==> src/rtl/vmode_pkg.sv <==
package vmode_pkg;

  typedef enum logic [1:0] {
    VM_PASS  = 2'd0,
    VM_ARMED = 2'd1,
    VM_FILT  = 2'd2
  } vm_state_e;

  // Equal levels of request and select want filtering; differing levels want pass-through.
  function automatic logic pass_wanted(input logic req_lvl, input logic sel);
    return req_lvl ^ sel;
  endfunction

  // Next state of the mode sequencer.
  function automatic vm_state_e next_mode(input vm_state_e cur, input logic want_pass,
                                          input logic sel, input logic vedge);
    vm_state_e nxt;
    if (want_pass)                  nxt = VM_PASS;
    else if (cur == VM_FILT)        nxt = VM_FILT;
    else if (!sel || vedge)         nxt = VM_FILT;
    else                            nxt = VM_ARMED;
    return nxt;
  endfunction

endpackage

==> src/rtl/vm_req_filter.sv <==
module vm_req_filter #(
  parameter int HOLD = 8,
  localparam int CW  = (HOLD < 2) ? 1 : $clog2(HOLD)
) (
  input  logic          clk,
  input  logic          rst_n,
  input  logic          raw_i,
  output logic          lvl_o,
  output logic [CW-1:0] cnt_o
);

  logic lvl_q;

  generate
    if (HOLD < 2) begin : g_direct
      always_ff @(posedge clk or negedge rst_n) begin
        if (!rst_n) lvl_q <= 1'b0;
        else        lvl_q <= raw_i;
      end
      assign cnt_o = '0;
    end else begin : g_count
      logic [CW-1:0] cnt_q;
      logic          differ;
      logic          expire;

      assign differ = (raw_i != lvl_q);
      assign expire = (cnt_q == CW'(HOLD - 1));

      always_ff @(posedge clk or negedge rst_n) begin
        if (!rst_n) begin
          lvl_q <= 1'b0;
          cnt_q <= '0;
        end else if (!differ) begin
          cnt_q <= '0;
        end else if (expire) begin
          lvl_q <= raw_i;
          cnt_q <= '0;
        end else begin
          cnt_q <= cnt_q + 1'b1;
        end
      end
      assign cnt_o = cnt_q;
    end
  endgenerate

  assign lvl_o = lvl_q;

endmodule

==> src/rtl/vm_edge.sv <==
module vm_edge (
  input  logic clk,
  input  logic rst_n,
  input  logic pulse_i,
  output logic rise_o
);

  logic prev_q;

  always_ff @(posedge clk or negedge rst_n) begin
    if (!rst_n) prev_q <= 1'b0;
    else        prev_q <= pulse_i;
  end

  assign rise_o = pulse_i & ~prev_q;

endmodule

==> src/rtl/vm_seq.sv <==
module vm_seq
  import vmode_pkg::*;
(
  input  logic      clk,
  input  logic      rst_n,
  input  logic      want_pass_i,
  input  logic      sel_i,
  input  logic      vedge_i,
  output vm_state_e state_o,
  output logic      run_ok_o
);

  vm_state_e state_q;
  logic      run_ok_q;

  always_ff @(posedge clk or negedge rst_n) begin
    if (!rst_n) begin
      state_q  <= VM_PASS;
      run_ok_q <= 1'b0;
    end else begin
      state_q  <= next_mode(state_q, want_pass_i, sel_i, vedge_i);
      run_ok_q <= 1'b1;
    end
  end

  assign state_o  = state_q;
  assign run_ok_o = run_ok_q;

endmodule

==> src/rtl/vmode_ctrl.sv <==
module vmode_ctrl
  import vmode_pkg::*;
#(
  parameter int HOLD = 8,
  localparam int CW  = (HOLD < 2) ? 1 : $clog2(HOLD)
) (
  input  logic clk,
  input  logic rst_n,
  input  logic byp_req_i,
  input  logic sync_sel_i,
  input  logic vpulse_i,
  output logic stop_o,
  output logic clk_run_o,
  output logic mode_on_o
);

  logic          req_lvl;
  logic [CW-1:0] hold_cnt;
  logic          want_pass;
  logic          vedge;
  logic          run_ok;
  logic          armed;
  vm_state_e     state;

  vm_req_filter #(.HOLD(HOLD)) u_filt (
    .clk   (clk),
    .rst_n (rst_n),
    .raw_i (byp_req_i),
    .lvl_o (req_lvl),
    .cnt_o (hold_cnt)
  );

  vm_edge u_vedge (
    .clk     (clk),
    .rst_n   (rst_n),
    .pulse_i (vpulse_i),
    .rise_o  (vedge)
  );

  assign want_pass = pass_wanted(req_lvl, sync_sel_i);

  vm_seq u_seq (
    .clk         (clk),
    .rst_n       (rst_n),
    .want_pass_i (want_pass),
    .sel_i       (sync_sel_i),
    .vedge_i     (vedge),
    .state_o     (state),
    .run_ok_o    (run_ok)
  );

  assign armed     = (state == VM_ARMED);
  // Leaving filtering bypasses the sequencer register so it acts in the same cycle.
  assign stop_o    = (state != VM_FILT) | want_pass;
  assign mode_on_o = ~stop_o;
  assign clk_run_o = run_ok & ~want_pass;

endmodule

==> config.mk <==
export PLATFORM = sky130hd
export DESIGN_NAME = vmode_ctrl
export DESIGN_NICKNAME = d
export VERILOG_FILES = /design/src/rtl/vmode_pkg.sv /design/src/rtl/vm_req_filter.sv /design/src/rtl/vm_edge.sv /design/src/rtl/vm_seq.sv /design/src/rtl/vmode_ctrl.sv
export SDC_FILE = /design/constraint.sdc
export NUM_CORES = 1
export LEC_CHECK = 0
export BUFFER_PORTS_ARGS = -buffer_cell sky130_fd_sc_hd__buf_2
export CAP_MARGIN = 20
export CORE_AREA = 2 2 39 41
export DETAILED_ROUTE_END_ITERATION = 7
export DIE_AREA = 0 0 41 43
export HOLD_SLACK_MARGIN = 0.05
export PLACE_DENSITY = 0.51
export SETUP_SLACK_MARGIN = 0.02
export SYNTH_ARGS = -nofsm -noshare
export SYNTH_HDL_FRONTEND = slang
export SYNTH_SLANG_ARGS = --single-unit
export TNS_END_PERCENT = 10
==> constraint.sdc <==
create_clock -name clk -period 1.2 [get_ports clk]
set_input_delay 0.24 -clock clk [delete_from_list [all_inputs] [get_ports clk]]
set_output_delay 0.24 -clock clk [all_outputs]
set_load 0.01 [all_outputs]
After elaboration in Yosys (flattened, before gate mapping)
Index checks and enable logic that the tools add are counted.
{"block": "totals", "reg_bits": 8, "output_inout_bits": 3}
{"block": "op_classes", "addsub": 1, "n_eq_ne": 4, "mux": 5, "bitwise": 7, "n_reduce_logical": 3}
{"op": "$mux 2", "count": 3}
{"op": "$mux 3", "count": 2}
{"op": "$add 3x1->3 const B", "count": 1}
{"op": "$eq 3x3->1 const B", "count": 1}
{"op": "$not 1->1", "count": 3}
{"op": "$and 1x1->1", "count": 2}
{"op": "$eq 2x2->1 const B", "count": 1}
{"op": "$ne 2x2->1 const B", "count": 1}
{"op": "$reduce_and 2->1", "count": 1}
{"op": "$logic_not 1->1", "count": 1}
{"op": "$logic_or 1x1->1", "count": 1}
{"op": "$ne 1x1->1", "count": 1}
{"op": "$or 1x1->1", "count": 1}
{"op": "$xor 1x1->1", "count": 1}

Longest topological paths before layout
{"block": "depth", "word_depth": 6, "depth_mapped": 3}

Cells and area by module
From an unflattened synthesis, not the netlist that was laid out.
{"block": "unflattened", "cells_unflattened": 27, "hier_area_um2": 377.9}
{"mod": "vm_req_filter", "n_inst": 1, "cells_per_inst": 11, "area_per_inst_um2": 170.2, "seq_area_each_um2": 100.1}
{"mod": "vm_seq", "n_inst": 1, "cells_per_inst": 9, "area_per_inst_um2": 121.4, "seq_area_each_um2": 75.1}
{"mod": "vmode_ctrl", "n_inst": 1, "cells_per_inst": 5, "area_per_inst_um2": 47.5, "seq_area_each_um2": 0.0}
{"mod": "vm_edge", "n_inst": 1, "cells_per_inst": 2, "area_per_inst_um2": 38.8, "seq_area_each_um2": 25.0}

Least setup slack after synthesis
Ideal clock, no wire load.
{"block": "synth_path", "path_type": "reg2reg", "start": "register u_filt.g_count.cnt_q[0] (netlist: u_filt.cnt_o[0])", "end": "register u_filt.lvl_q (netlist: u_filt.lvl_o)", "arrival_time_ns": 1.057, "required_ns": 1.072, "path_slack_ns": 0.015, "stages_incl_launch_ff": 4, "cell_sequence": "dfrtp_1 ha_1 ha_1 mux2_1"}
{"block": "synth_via", "elab_chain_cells": 2}
{"element": "start, declared", "line": "vm_req_filter.sv:22", "source": "logic [CW-1:0] cnt_q;"}
{"element": "start signal, assigned", "line": "vm_req_filter.sv:39", "source": "cnt_q <= cnt_q + 1'b1;"}
{"element": "$eq 3x3->1", "line": "vm_req_filter.sv:27", "source": "assign expire = (cnt_q == CW'(HOLD - 1));"}
{"element": "$reduce_and 2->1 (no line)"}
{"element": "end signal, assigned", "line": "vm_req_filter.sv:36", "source": "lvl_q <= raw_i;"}
{"element": "end, declared", "line": "vm_req_filter.sv:12", "source": "logic lvl_q;"}
Every way passes these cells.
A chain may end at the register's enable or synchronous reset.

Final worst setup path
{"block": "layout_path", "start": "register u_filt.lvl_q (netlist: u_filt.lvl_o)", "end": "output clk_run_o"}
{"block": "layout_via", "elab_chain_cells": 3}
{"element": "$xor 1x1->1", "line": "vmode_pkg.sv:11", "source": "return req_lvl ^ sel;"}
{"element": "$not 1->1", "line": "vmode_ctrl.sv:56", "source": "assign clk_run_o = run_ok & ~want_pass;"}
{"element": "$and 1x1->1", "line": "vmode_ctrl.sv:56"}
{"element": "end, declared", "line": "vmode_ctrl.sv:13", "source": "output logic clk_run_o,"}
Every way passes these cells.

==> summary.md <==
| Metric | Value |
|---|---|
| Cell breakdown of the critical path | `xnor2_1 > and2_1 > buf_2` |
| VDD IR-drop max | `706.5 uV` |
| Final setup violation count | `3` |
| Final nets | `48` |
| Core footprint | `0.001384 mm2` |
| Antenna-violating nets left | `0` |
| DRT iter0 DRCs | `0` |
| Crit path DAT | `1050 ps` |
| P_leak | `0.0002212 uW` |
| Status | `finished, violations left` |
| CTS tree | `built` |
| Busiest layer in global routing | `met2` |
| Port buffer count | `7` |
| Initial core utilization | `0.2378` |
| Post-synthesis cell area | `329.1 um2` |
| CP Capture Type | `primary output` |
| Final Max Tran Viols | `0` |
| Die extent in x | `41 um` |
| H-tree depth | `1` |
| Total CTS buffers | `3` |
| End-of-flow core utilization | `0.3174` |
| TritonRoute pass-1 iters | `1` |
| Max-cap violations | `0` |
| Library cells used by synthesis | `13` |
| Fmax achieved | `773.5 MHz` |
| CP Class | `flop to primary output` |
| RSZ-0062 raised after global routing | `true` |
| Violations in the final reports | `negative setup slack` |
| Slowest stage cell, crit path | `dfrtp_1` |
| Largest net degree at the start of global routing | `9` |
| Largest fanout on the critical path | `2` |
| Tmin final | `1293 ps` |
| Row cnt | `14` |
| CP delay by family, top | `flip-flops` |
| All-Layer GR Usage | `0.08502` |
| Design Area, Final | `~440 um2` |
| Worst path max stage delay | `380 ps` |
| First-pass GRT wire length | `883 um` |
| GR Overflow Total | `0` |
| Clk slew on worst S/H paths | `50 ps` |
| CTS Sinks | `8` |
| Worst hold path class | `input pin to flop` |
| Die height | `43 um` |
| Root buffer cell | `clkbuf_4` |
| Met2 usage | `0.1219` |
| Critical Path RT | `960 ps` |
| Clock Skews | `roughly 5.6 ps` |
| Final worst slack | `-92.78 ps` |
| WP buf/inv | `1` |
| Initial antenna violation count | `0` |
| Vias | `231` |
| Leading area contributor after synthesis | `dfrtp_1` |
| Yosys reg bits | `8` |
| Layout area overhead | `33.46%` |
| CTS max path bufs | `2` |
| Final-layout fill cell count | `148` |
| Post-Layout Cell Count | `55` |
| Yosys Warn Count | `0` |
| Share of layout cells above drive strength 1 | `0.4103` |
| Syn Area/Cell | `roughly 13 um2` |
| Detail Placement HPWL | `~480 um` |
| Met1 Usage GRT | `0.07921` |
| Pwr Density | `1978 mW/mm2` |
| Worst skew pair latency | `250 ps` |
| Final hold vios | `0` |
| Cells after Synth | `26` |
| Per-cell routed wire length | `10.53 um` |
| Mapped Nets | `33` |
| Top cells by area, synth | `dfrtp_1 (61%), ha_1 (7.6%), nor2b_1 (5.7%)` |
| Hold WS | `112.5 ps` |
| R2R setup slack | `50 ps` |
| RD Place Congestion | `0.5923` |
| # IOs | `8` |
| Antenna Cells | `0` |
| Setup crit start kind | `flop` |
| Die area | `0.001763 mm2` |
| Sequential fraction of the synthesis area | `0.6084` |
| Final Cycle Share | `1.077` |
| Vias in the first global route | `213` |
| WL final | `between 500 and 600 um` |
| Share of the synthesized area in the top cell type | `0.6084` |
| Setup_tns | `-216.3 ps` |
| Inst Count DP | `51` |
| Met3 Usage GRT | `0.04712` |
| Via density | `~4.2` |
| DRC | `0` |
| Post-DP Area | `401.6 um2` |
worst reg2reg max path, stage by stage (launching register included):
cell and delay, ps:
dfrtp_1 390, ha_2 180, ha_2 170, mux2_1 300
timing repair:
action	CTS	global route
pin swaps	0	1
hold buffers	1	0
endpoints found under the hold margin	8	0
buffers inserted	0	0
gates resized for setup	2	0
setup endpoints to repair	4	4
registers in the layout (all words and copies together) (netlist names):
| name | flops |
|---|---|
| u_seq.state_o | 2 |
| u_filt.lvl_o | 1 |
| u_vedge.prev_q | 1 |
| u_filt.cnt_o | 3 |
| u_seq.run_ok_o | 1 |
power breakdown:
| part | internal (uW) | leakage (uW) | switching, uW | total (uW) |
|---|---|---|---|---|
| Combinational | 156 | 0.000105 | 140 | 296 |
| Sequential | 342 | 0.000102 | 34.6 | 377 |
| Clock | 114 | 0.0000138 | 82.3 | 196 |
cells in the mapped netlist, drive strengths merged:
master	count
conb	1
dfrtp	8
o21bai	1
mux2	1
nor3b	1
and2	1
nand2	2
nor3	2
xnor2	2
inv	1
o21ai	1
nor2b	3
ha	2
placed cells by master, fill, tap and decap left out:
cell type,synthesis,layout
nor2b_1,3,2
nand2_1,2,2
dfrtp_1,8,8
buf_2,0,7
and2_1,1,1
inv_1,1,1
buf_4,0,2
ha_2,0,2
clkbuf_4,0,3
o21bai_1,1,1
dlygate4sd3_1,0,1
nor3b_2,1,1
nor3_1,2,2
nor2b_2,0,1
conb_1,1,1
mux2_1,1,1
xnor2_1,2,2
o21ai_0,1,1
area by class of cell:
cell class,count,area (um2),share of cell area
Clock buffer,3,22.52,0.05128
Multi-Input combinational cell,17,132.6,0.3020
Timing Repair Buffer,10,60.06,0.1368
Inverter,1,3.754,0.008547
Sequential cell,8,200.2,0.4558
Tap cell,16,20.02,0.04558
stage by stage:
| stage | setup slack (ps) | total power, uW |
|---|---|---|
| 2_1_floorplan | 46.25 | 555.8 |
| 3_3_place_gp | 45.53 | 645.7 |
| 3_5_place_dp | 13.59 | 677.4 |
| 4_1_cts | -111.2 | 891.9 |
| 5_1_grt | -159.3 | 944.5 |
| 6_report | -92.78 | 868.5 |
routing by layer:
metal	routed length, um	up-vias
met3	38	2
met5	0	-
met1	236	108
met2	296	8
met4	6	0
li1	-	113
kinds of logic after synthesis:
| kind of cell | count (synthesis) | synth area share |
|---|---|---|
| other | 1 | 0.01140 |
| multiplexers | 1 | 0.03422 |
| AO/OA/AOI/OAI | 2 | 0.03802 |
| flip-flops | 8 | 0.6084 |
| XOR/XNOR | 2 | 0.05324 |
| buffers and inverters | 1 | 0.01140 |
| AND/OR/NAND/NOR | 9 | 0.1673 |
| adder cells (fa/ha/maj) | 2 | 0.07603 |
worst paths after layout:
path	from	end	cells past startpoint
worst min-delay path	vpulse_i	u_vedge.prev_q$_DFF_PN0_	1
worst min register to register	u_filt.cnt_o[0]$_DFF_PN0_	u_filt.cnt_o[0]$_DFF_PN0_	1
worst max-delay path	u_filt.lvl_o$_DFFE_PN0P_	clk_run_o	3
min in group asynchronous	rst_n	u_seq.state_o[0]$_DFF_PN0_	2
worst max register to register	u_filt.cnt_o[0]$_DFF_PN0_	u_filt.lvl_o$_DFFE_PN0P_	3
max in group asynchronous	rst_n	u_seq.run_ok_o$_DFF_PN0_	2
Power figures use the tool's default switching activity.
